--- src/rtl/d2s_pkg.sv ---
// Shared widths, limits and the class encoding for the narrowing converter.
// Assumes an IEEE double-precision source and a single-precision target.
package d2s_pkg;
    localparam int DBL_W     = 64;
    localparam int EXP_W     = 11;
    localparam int FRAC_W    = 52;
    localparam int SIG_W     = FRAC_W + 1;
    localparam int BIAS      = 1023;
    localparam int EXP_ALL1  = (1 << EXP_W) - 1;
    localparam int TGT_MANT  = 24;
    localparam int TGT_EMIN  = -126;
    localparam int TGT_EMAX  = 127;
    localparam int LOW_FIELD = TGT_EMIN + BIAS;
    localparam int HIGH_FIELD = TGT_EMAX + BIAS;
    localparam int EXPI_W    = EXP_W + 2;
    localparam int LZ_W      = $clog2(TGT_MANT);
    localparam int GUARD_POS = SIG_W - TGT_MANT - 1;
    localparam int QUIET_BIT = FRAC_W - 1;

    typedef enum logic [2:0] {
        CLS_ZERO   = 3'd0,
        CLS_NORMAL = 3'd1,
        CLS_UNDER  = 3'd2,
        CLS_OVER   = 3'd3,
        CLS_INF    = 3'd4,
        CLS_QNAN   = 3'd5,
        CLS_SNAN   = 3'd6
    } opclass_e;
endpackage

--- src/rtl/d2s_classify.sv ---
// Combinational classifier: sorts a double operand against single-precision
// limits and unpacks its unbiased exponent and 53-bit significand.
// Assumes nothing about the operand; every bit pattern gets a class.
module d2s_classify
    import d2s_pkg::*;
(
    input  logic [DBL_W-1:0]         operand,
    output opclass_e                 cls,
    output logic signed [EXPI_W-1:0] exp_o,
    output logic [SIG_W-1:0]         sig_o
);
    logic [EXP_W-1:0]         field;
    logic [FRAC_W-1:0]        frac;
    logic                     mag_nz;
    logic signed [EXPI_W-1:0] field_s;

    assign field   = operand[DBL_W-2 -: EXP_W];
    assign frac    = operand[FRAC_W-1:0];
    assign mag_nz  = |operand[DBL_W-2:0];
    assign field_s = signed'({{(EXPI_W-EXP_W){1'b0}}, field});

    // Class decision, ordered so each range test stands on its own.
    always_comb begin
        if (!mag_nz)
            cls = CLS_ZERO;
        else if (32'(field) < LOW_FIELD)
            cls = CLS_UNDER;
        else if (32'(field) <= HIGH_FIELD)
            cls = CLS_NORMAL;
        else if (32'(field) < EXP_ALL1)
            cls = CLS_OVER;
        else if (frac == '0)
            cls = CLS_INF;
        else if (frac[QUIET_BIT])
            cls = CLS_QNAN;
        else
            cls = CLS_SNAN;
    end

    // Unbiased exponent and significand with the hidden bit made explicit.
    always_comb begin
        if (field == '0) begin
            exp_o = EXPI_W'(1 - BIAS);
            sig_o = {1'b0, frac};
        end else begin
            exp_o = field_s - EXPI_W'(BIAS);
            sig_o = {1'b1, frac};
        end
    end
endmodule

--- src/rtl/d2s_denorm.sv ---
// Iterative denormaliser: holds exponent and significand, and on each step
// shifts the significand right by one while raising the exponent, feeding
// the lost bit into guard, guard into round, and round into sticky.
// Assumes load and step are never both high.
module d2s_denorm
    import d2s_pkg::*;
(
    input  logic                     clk,
    input  logic                     rst_n,
    input  logic                     load,
    input  logic                     step,
    input  logic signed [EXPI_W-1:0] exp_i,
    input  logic [SIG_W-1:0]         sig_i,
    output logic signed [EXPI_W-1:0] exp_q,
    output logic [SIG_W-1:0]         sig_q,
    output logic                     g_q,
    output logic                     r_q,
    output logic                     x_q,
    output logic                     at_floor
);
    // Floor reached once the exponent equals the smallest single exponent.
    assign at_floor = (exp_q >= EXPI_W'(TGT_EMIN));

    // Load a fresh operand or take one shift step.
    always_ff @(posedge clk) begin
        if (!rst_n) begin
            exp_q <= '0;
            sig_q <= '0;
            g_q   <= 1'b0;
            r_q   <= 1'b0;
            x_q   <= 1'b0;
        end else if (load) begin
            exp_q <= exp_i;
            sig_q <= sig_i;
            g_q   <= 1'b0;
            r_q   <= 1'b0;
            x_q   <= 1'b0;
        end else if (step) begin
            exp_q <= exp_q + EXPI_W'(1);
            sig_q <= {1'b0, sig_q[SIG_W-1:1]};
            g_q   <= sig_q[0];
            r_q   <= g_q;
            x_q   <= x_q | r_q;
        end
    end
endmodule

--- src/rtl/d2s_round_pack.sv ---
// Combinational round-to-nearest-even on a 24-bit significand, followed by
// renormalisation and packing into double format; special classes take a
// fixed result. Assumes exp/sig already sit at or above the single floor.
module d2s_round_pack
    import d2s_pkg::*;
(
    input  opclass_e                 cls,
    input  logic [DBL_W-1:0]         operand,
    input  logic signed [EXPI_W-1:0] exp_i,
    input  logic [SIG_W-1:0]         sig_i,
    input  logic                     g_i,
    input  logic                     r_i,
    input  logic                     x_i,
    output logic [DBL_W-1:0]         result
);
    logic                     sign;
    logic [TGT_MANT-1:0]      mant;
    logic                     gb, rb, xb, inc;
    logic [TGT_MANT:0]        sum;
    logic [TGT_MANT-1:0]      mant_r;
    logic signed [EXPI_W-1:0] exp_r;
    logic [LZ_W-1:0]          lz;
    logic [TGT_MANT-1:0]      norm;
    logic signed [EXPI_W-1:0] exp_n;
    logic [EXPI_W-1:0]        field_w;
    logic [DBL_W-1:0]         inf_res;
    logic [DBL_W-1:0]         zero_res;

    assign sign     = operand[DBL_W-1];
    assign mant     = sig_i[SIG_W-1 -: TGT_MANT];
    assign gb       = sig_i[GUARD_POS];
    assign rb       = sig_i[GUARD_POS-1];
    assign xb       = (|sig_i[GUARD_POS-2:0]) | g_i | r_i | x_i;
    assign inc      = gb & (mant[0] | rb | xb);
    assign sum      = {1'b0, mant} + {{TGT_MANT{1'b0}}, inc};
    assign inf_res  = {sign, {EXP_W{1'b1}}, {FRAC_W{1'b0}}};
    assign zero_res = {sign, {(DBL_W-1){1'b0}}};

    // Carry out of the significand moves the value up one binade.
    always_comb begin
        if (sum[TGT_MANT]) begin
            mant_r = {1'b1, {(TGT_MANT-1){1'b0}}};
            exp_r  = exp_i + EXPI_W'(1);
        end else begin
            mant_r = sum[TGT_MANT-1:0];
            exp_r  = exp_i;
        end
    end

    // Leading-zero count of the rounded significand for renormalisation.
    always_comb begin
        lz = '0;
        for (int i = 0; i < TGT_MANT; i++) begin
            if (mant_r[i]) lz = LZ_W'(TGT_MANT - 1 - i);
        end
    end

    assign norm    = mant_r << lz;
    assign exp_n   = exp_r - EXPI_W'(lz);
    assign field_w = EXPI_W'(exp_n + EXPI_W'(BIAS));

    // Result selection by class.
    always_comb begin
        unique case (cls)
            CLS_ZERO: result = zero_res;
            CLS_OVER: result = inf_res;
            CLS_INF,
            CLS_QNAN: result = operand;
            CLS_SNAN: result = operand | (DBL_W'(1) << QUIET_BIT);
            default: begin
                if (mant_r == '0)
                    result = zero_res;
                else if (exp_n > EXPI_W'(TGT_EMAX))
                    result = inf_res;
                else
                    result = {sign, field_w[EXP_W-1:0], norm[TGT_MANT-2:0],
                              {(FRAC_W-TGT_MANT+1){1'b0}}};
            end
        endcase
    end
endmodule

--- src/rtl/d2s_convert.sv ---
// Top of the double-to-single narrowing converter. Accepts one operand on a
// valid/ready handshake, classifies it, denormalises underflow operands one
// bit per clock, rounds to nearest even and emits a one-cycle done pulse
// with a held class code and result. Assumes a single clock domain.
module d2s_convert
    import d2s_pkg::*;
(
    input  logic             clk,
    input  logic             rst_n,
    input  logic             in_valid,
    output logic             in_ready,
    input  logic [DBL_W-1:0] in_operand,
    output logic             out_done,
    output logic [2:0]       out_class,
    output logic [DBL_W-1:0] out_result
);
    typedef enum logic {ST_IDLE, ST_BUSY} state_e;

    state_e                   state;
    opclass_e                 cls_c;
    opclass_e                 cls_q;
    logic [DBL_W-1:0]         op_q;
    logic signed [EXPI_W-1:0] exp_c;
    logic [SIG_W-1:0]         sig_c;
    logic signed [EXPI_W-1:0] exp_q;
    logic [SIG_W-1:0]         sig_q;
    logic                     g_q, r_q, x_q, at_floor;
    logic                     accept, finish, step;
    logic [DBL_W-1:0]         result_c;

    assign in_ready = (state == ST_IDLE);
    assign accept   = in_valid & in_ready;
    assign finish   = (state == ST_BUSY) & ((cls_q != CLS_UNDER) | at_floor);
    assign step     = (state == ST_BUSY) & ~finish;

    d2s_classify u_classify (
        .operand (in_operand),
        .cls     (cls_c),
        .exp_o   (exp_c),
        .sig_o   (sig_c)
    );

    d2s_denorm u_denorm (
        .clk      (clk),
        .rst_n    (rst_n),
        .load     (accept),
        .step     (step),
        .exp_i    (exp_c),
        .sig_i    (sig_c),
        .exp_q    (exp_q),
        .sig_q    (sig_q),
        .g_q      (g_q),
        .r_q      (r_q),
        .x_q      (x_q),
        .at_floor (at_floor)
    );

    d2s_round_pack u_round (
        .cls     (cls_q),
        .operand (op_q),
        .exp_i   (exp_q),
        .sig_i   (sig_q),
        .g_i     (g_q),
        .r_i     (r_q),
        .x_i     (x_q),
        .result  (result_c)
    );

    // Control: idle until accept, busy until the operand is finished.
    always_ff @(posedge clk) begin
        if (!rst_n)      state <= ST_IDLE;
        else if (accept) state <= ST_BUSY;
        else if (finish) state <= ST_IDLE;
    end

    // Capture class and raw operand at acceptance.
    always_ff @(posedge clk) begin
        if (!rst_n) begin
            cls_q <= CLS_ZERO;
            op_q  <= '0;
        end else if (accept) begin
            cls_q <= cls_c;
            op_q  <= in_operand;
        end
    end

    // Output registers: pulse done and hold class/result until next finish.
    always_ff @(posedge clk) begin
        if (!rst_n) begin
            out_done   <= 1'b0;
            out_class  <= 3'd0;
            out_result <= '0;
        end else begin
            out_done <= finish;
            if (finish) begin
                out_class  <= cls_q;
                out_result <= result_c;
            end
        end
    end
endmodule

--- config.mk ---
export PLATFORM = sky130hd
export DESIGN_NAME = d2s_convert
export DESIGN_NICKNAME = d
export VERILOG_FILES = /design/src/rtl/d2s_pkg.sv /design/src/rtl/d2s_classify.sv /design/src/rtl/d2s_denorm.sv /design/src/rtl/d2s_round_pack.sv /design/src/rtl/d2s_convert.sv
export SDC_FILE = /design/constraint.sdc
export NUM_CORES = 1
export LEC_CHECK = 0
export ABC_CLOCK_PERIOD_IN_PS = 10250
export BUFFER_PORTS_ARGS = -buffer_cell sky130_fd_sc_hd__buf_2
export CAP_MARGIN = 15
export CORE_ASPECT_RATIO = 2
export CORE_MARGIN = 2
export CORE_UTILIZATION = 37
export CTS_CLUSTER_SIZE = 40
export DETAILED_ROUTE_END_ITERATION = 10
export PLACE_DENSITY = 0.57
export SYNTH_ARGS = -nofsm -noshare
export SYNTH_HDL_FRONTEND = slang
export SYNTH_SLANG_ARGS = --single-unit
--- constraint.sdc ---
create_clock -name clk -period 10.25 [get_ports clk]
set_input_delay 0 -clock clk [delete_from_list [all_inputs] [get_ports clk]]
set_output_delay 0 -clock clk [all_outputs]
set_load 0.05 [all_outputs]
* Yosys cells after proc, flatten, opt, wreduce, memory -nomap -nowiden
Cells that the tools add are included.
Storage, ports and cells: register bits after elaboration 205, input port bits 67, output and inout bits 69
Cells by class: $add $sub $neg 5, $lt $le $gt $ge 5, eq/ne operators 5, shift operators 1, multiplexer cells 43, bitwise gates (word level) 14, reduce and logical (&&, ||, !) cells 10
Operators by type and width (count):
- one-hot mux 63 bit (4 select lines) | 1
- 2-to-1 mux 53 bit | 3
- 2-to-1 mux 63 bit | 2
- 2-to-1 mux 5 bit | 24
- OR reduction 63 bit | 1
- zero test 52 bit | 1
- 2-to-1 mux 13 bit | 4
- OR reduction 27 bit | 1
- adder 24 x 1 -> 25 bit | 1
- zero test 24 bit | 1
- 2-to-1 mux 24 bit | 1
- << shifter 24 x 5 -> 23 bit | 1
- 2-to-1 mux 3 bit | 5
- adder 13 x 2 -> 13 bit (second input constant) | 1
- >= comparator 13 x 8 -> 1 bit (second input constant) | 1
- greater-than comparator 13 x 8 -> 1 bit (second input constant) | 1
- subtractor 13 x 5 -> 13 bit | 1
- subtractor 11 x 10 -> 12 bit (second input constant) | 1
- adder 11 bit (second input constant) | 1
- less-or-equal comparator 11 bit (second input constant) | 1
- zero test 11 bit | 1
- less-than comparator 11 x 10 -> 1 bit (second input constant) | 1
- less-than comparator 11 bit (second input constant) | 1
- equality test 3 bit (second input constant) | 3
- other kinds (10) | 24

* Logic depth before layout (Yosys ltp)
depth after elaboration 37, depth in mapped cells 29, depth with buffers taken out 24

* Cells and area by module
A second synthesis with hierarchy kept.
Unflattened totals: cell total of the unflattened synthesis 1763, area, all modules 13665.6 µm²
Modules (own cells, without submodules):
- d2s_convert | times used 1, cells each 588, area an instance 5151.2 µm²
- d2s_round_pack | times used 1, cells each 662, area an instance 4384.2 µm²
- d2s_denorm | times used 1, cells each 391, area an instance 3269.4 µm²
- d2s_classify | times used 1, cells each 122, area an instance 860.8 µm²

* Worst setup path after synthesis
No wires, ideal clock.
kind reg-to-reg, from register u_denorm.sig_q[28], to register out_result[48], library setup time 0.096 ns, data arrival time 5.647 ns, setup slack 4.508 ns, cell stages (with the launch flop) 28, path buffers 3, cell sequence dfxtp_1 and2_1 ha_1 and3_1 buf_4 nand3_4 or4_1 o211ai_1 o211a_1 a311oi_1 or2_1 inv_1 buf_2 buf_1 ha_1 inv_1 fa_1 a21o_1 a31oi_1 nand2_1 nand3_1 nand3_1 xnor2_1 o31ai_1 o32a_4 nor2b_4 nand2_2 o41ai_2
On the way: longest elaborated chain between the ends 32, elaborated cells between the ends (all ways) 35, those cells by class add/sub: 2; order compare: 1; shift: 1; mux: 29; bitwise: 1; reduce/logical: 1
Ends and longest elaborated chain:
- start, declared | line d2s_denorm.sv:15 | output logic [SIG_W-1:0] sig_q,
- start signal, assigned | line d2s_denorm.sv:34 | sig_q <= sig_i;
- start signal, assigned | line d2s_denorm.sv:40 | sig_q <= {1'b0, sig_q[SIG_W-1:1]};
- AND 1 bit (*) | line d2s_round_pack.sv:34 | assign inc = gb & (mant[0] | rb | xb);
- adder 24 x 1 -> 25 bit (*) | line d2s_round_pack.sv:35 | assign sum = {1'b0, mant} + {{TGT_MANT{1'b0}}, inc};
- 2-to-1 mux 24 bit | line d2s_round_pack.sv:41 | if (sum[TGT_MANT]) begin
- 2-to-1 mux 5 bit (24 in a row) | line d2s_round_pack.sv:54 | if (mant_r[i]) lz = LZ_W'(TGT_MANT - 1 - i);
- subtractor 13 x 5 -> 13 bit | line d2s_round_pack.sv:59 | assign exp_n = exp_r - EXPI_W'(lz);
- greater-than comparator 13 x 8 -> 1 bit | line d2s_round_pack.sv:73 | else if (exp_n > EXPI_W'(TGT_EMAX))
- 2-to-1 mux 63 bit | line d2s_round_pack.sv:73
- 2-to-1 mux 63 bit (*) | line d2s_round_pack.sv:71 | if (mant_r == '0)
- one-hot mux 63 bit (4 select lines) (*) | line d2s_round_pack.sv:64 | unique case (cls)
- end signal, assigned | line d2s_convert.sv:97 | out_result <= result_c;
- end, declared | line d2s_convert.sv:15 | output logic [DBL_W-1:0] out_result
Mark *: on every way between the ends. The rest lies on a longest branch, timed or not. A chain may end at the register's enable or synchronous reset.

* Worst setup path in the final report
from register u_denorm.sig_q[28], to register out_result[38]
Same word-level chain as after synthesis.

==> metrics.md <==
| Metric | Value |
|---|---|
| Area of the core | 0.03154 mm² |
| Met3 routed WL | 2223 µm |
| Share of total power in combinational logic | 26.8% |
| Leakage power figure | 5.293 nW |
| Main combinational cell family by area after synthesis | compound AO/OA/AOI/OAI gates |
| Final standard cell area without fillers | 0.01406 mm² |
| Met1 WL | 17760 µm |
| Data arrival, critical path | 7.72 ns |
| Highest metal layer with signal wires | met4 |
| Clock network latency to the later pin of the worst-skew pair | 0.55 ns |
| Dominant register cell in the synthesized netlist | dfxtp_1 |
| Starting density of the core | 37.68% |
| Final count of hold timing violations | 0 |
| Clk pwr share | 34.3% |
| Min Clock Period, post-route | 7.251 ns |
| Hold path cells | 4 |
| Die Y | 257.5 µm |
| Met2 wirelength from detailed routing | 25710 µm |
| DRC violation count after routing | 0 |
| Slew of the pin with the lowest slew margin | 1.265 ns |
| Cell at the root of the clock tree | clkbuf_16 |
| Share of cells above drive strength 1 | 13.40% |
| Maximum clock frequency | 137.9 MHz |
| Crit Path Category | register to register |
| Setup slack of the most critical reg-to-reg path | 3.00 ns |
| Number of nets in the synthesized netlist | 1664 |
| Resized Gates After CTS | 0 |
| Compound-Gate Fraction of Synth Area | 26.28% |
| Number of sinks handled by clock tree synthesis | 205 |
| Critical Path, Cell by Cell | and2_1 -> ha_1 -> and3_1 -> nand4_1 -> nor2_1 -> nor2_1 -> o31a_1 -> o211ai_1 -> nand2_1 -> inv_1 -> ha_1 -> a21o_1 -> a31oi_1 -> nand2_1 -> nand3_1 -> nand3_1 -> xnor2_1 -> o31ai_1 -> o32a_4 -> nor3_4 -> a221oi_1 -> a21oi_1 |
| Critical Path End Type | register |
| Net switching component of the power | 0.8138 mW |
| Area added between synthesis and finish | 18.31% |
| Internal power component | 1.467 mW |
| Number of fill cells | 3263 |
| FF+latch count, synth | 205 |
| Worst setup skew after layout | 0.02141 ns |
| Initial antenna violation count | 0 |
| Vias | 12690 |
| Critical R2R Launch | u_denorm.sig_q[28] |
| Total Power Consumption | 2.281 mW |
| PortBufs | 135 |
| Worst min-delay path startpoint | in_valid |
| Post-Synth Simple-Gate Area | 25.95% |
| Power Dens Cells | 162.2 mW/mm² |
| Arithmetic-cell share of the synthesized area counting full adders, half adders and majority gates | 1.537% |
| Share of the yosys chip area belonging to registers | 34.53% |
| Width of the die | 130.7 µm |
| Worst hold endpoint | op_q[56] |
| First-pass GRT wire length | 74160 µm |
| Setup repair after global routing missed its margin | no |
| End-of-flow core utilization | 44.58% |
| Count of nets left with antenna violations after detail routing | 0 |
| Peak supply drop | 0.0001424 V |
| Detailed-placement wirelength estimate | 37260 µm |
| Number of flops mapped to enable cells by yosys | 0 |
| Net Sw Frac | 35.68% |
| Slew Viols, Final | 0 |
| Final weighted congestion of routability-driven global placement | 0.9849 |
| Critical Path RT | 10.72 ns |
| Detailed-router iteration count before antenna repair | 7 |
| Number of nets in the finished design | 1783 |
| Vias in the first global route | 12310 |
| Cell Count, Final, Fillers Out | 2139 |
| Total overflow reported by the global router | 0 |
| Maximum level of the CTS H-tree | 1 |
| Diode insertion count for antenna repair | 0 |
| Mean Syn Cell Area | 7.507 µm² |
| Routed wire length per instance | 23.28 µm |
| Critical path buffer and inverter count | 1 |
| Slowest-stage cell, CP | nor2_1 |
| Gate count of the mapped netlist | 1583 |
| Aggregate routed wire length | 49790 µm |
| Starting DRT DRC Count | 1077 |
| Reg2reg path depth | 22 |
| Max-cap violations | 0 |
| Post-synthesis share of cell area spent on xor and xnor gates | 5.348% |
| Share of synthesized registers carrying an async set or reset | 0% |
| Syn. warnings | 0 |
| Number of buffers added by the clock tree synthesis step | 21 |
| Worst-case clock buffer depth | 3 |
| Via count normalized by instance count | 5.932 |
| Post-Route Setup TNS | 0 ns |
| Maximum fanout encountered on the critical timing path | 16 |
| I/O pin total | 136 |
| Worst rel slew slack | 14.58% |
| Fin crit share | 70.74% |
| Setup-failing EPs final | 0 |
| Crit path largest cell delay | 0.80 ns |
| Pin count of the biggest net entering global routing | 95 |
| Standard-cell rows | 92 |
| Kind of cell with the highest combined delay on the critical path | simple AND/OR/NAND/NOR gates |
| Instance count after placement with tap cells included | 2037 |
| Run status | completed |
| Class of the most critical hold timing path | input pin to register |
| GRT Overall Usage | 29.02% |
| Die Footprint | 0.03366 mm² |
| Placed standard-cell area | 0.01272 mm² |
| Endpoint of the lowest-slack register-to-register path | out_result[38] |
| Startpoint type of the worst setup path | register |
| Post-synthesis mux area share | 1.284% |
| Area of the mapped netlist | 0.01188 mm² |
| Clk slew on worst S/H paths | 0.07 ns |
| CTS tree | yes |
| Distinct cell type count of the synthesized netlist | 94 |
| Register share of total power | 39.0% |
routing by layer:
metal | GRT usage, % | vias up
li1 | - | 5987
met1 | 30.65 | 6008
met2 | 52.68 | 523
met3 | 3.077 | 170
met4 | 19.41 | 0
met5 | 0 | -
worst min-delay path, stage by stage:
cell     delay (ns)
buf_2          0.11
nor2b_4        0.23
nand2_1        0.11
a21oi_1        0.05
how the worst max path moves through the flow:
stage          slack (ns)          startpoint  cells after the start              to
2_1_floorplan        4.51  u_denorm.sig_q[28]                     27  out_result[48]
3_3_place_gp         3.40  u_denorm.sig_q[28]                     24  out_result[38]
3_5_place_dp         3.24  u_denorm.sig_q[28]                     22  out_result[37]
4_1_cts              3.19  u_denorm.sig_q[28]                     22  out_result[38]
5_1_grt              2.52  u_denorm.sig_q[28]                     22  out_result[38]
6_report             3.00  u_denorm.sig_q[28]                     22  out_result[38]
stage by stage:
stage	setup WS, ns	hold WS [ns]
2_1_floorplan	4.508	0.1360
3_3_place_gp	3.399	0.2538
3_5_place_dp	3.241	0.2533
4_1_cts	3.190	0.001155
5_1_grt	2.522	0.02843
6_report	3.000	0.01665
cells by family after synthesis:
logic type / after synthesis
compound gates: 482
xor+xnor: 71
fa+ha+maj: 14
buf+inv: 145
flops: 205
mux: 12
simple gates: 654
power by group through the flow:
stage | sequential (mW) | clock [mW] | combinational [mW]
6_report | 0.889 | 0.782 | 0.611
5_1_grt | 0.892 | 0.823 | 0.657
4_1_cts | 0.887 | 0.796 | 0.603
3_5_place_dp | 0.904 | 0 | 0.580
3_3_place_gp | 0.904 | 0 | 0.584
2_1_floorplan | 0.904 | 0 | 0.398
flip-flops by register name, indices dropped and copies added (netlist names):
signal / cells
out_result: 64
out_done: 1
u_denorm.x_q: 1
u_denorm.exp_q: 13
cls_q: 3
state: 1
u_denorm.r_q: 1
u_denorm.g_q: 1
out_class: 3
u_denorm.sig_q: 53
op_q: 64
synthesized netlist by cell type, drive strengths merged, types with 7 or more instances:
cell type,n,area [µm²]
and3,21,131.4
a221oi,11,96.34
clkbuf,85,320.3
o31ai,13,107.6
or4,8,60.06
a22o,30,262.8
and2,15,93.84
nor2,85,337.8
nand4,26,177.7
ha,13,162.7
buf,33,180.2
inv,27,101.3
nand2,334,1266
o21a,8,60.06
o211ai,12,90.09
nand2b,8,50.05
nor3,38,211.5
o21ai,94,474.2
a21o,7,52.55
dfxtp,205,4104
a21oi,139,695.7
o32ai,7,61.31
nor4,32,221.5
a211oi,19,142.6
o22ai,10,62.56
xor2,23,201.4
xnor2,47,411.6
a31oi,76,475.5
nand3,56,292.8
what timing repair did:
action                    4_1_cts  5_1_grt
buffers inserted                0        0
hold endpoints to repair      124        0
hold buffers                   64        0
placed cells by master, fill, tap and decap left out, drive strengths merged, types with 15 or more instances in the layout:
cell type / instances
nand2: 334
nand3: 56
dfxtp: 205
a22o: 30
and2: 15
xnor2: 47
and3: 21
buf: 150
a21oi: 139
dlygate4sd3: 64
nand4: 26
o21ai: 94
xor2: 23
clkbuf: 27
a31oi: 76
inv: 29
nor4: 32
a211oi: 19
nor3: 38
nor2: 85
final cells by class:
class / count / area (µm²) / area share [%]
clock buffers: 27 / 578.1 / 4.111
flip-flops and latches: 205 / 4104 / 29.19
clock inverters: 10 / 90.09 / 0.6407
inverters: 27 / 103.9 / 0.7386
multi-input cells: 1233 / 7206 / 51.25
repair buffers: 214 / 1449 / 10.31
well taps: 423 / 529.3 / 3.764
Note: power is estimated with default switching activity, not from simulation.
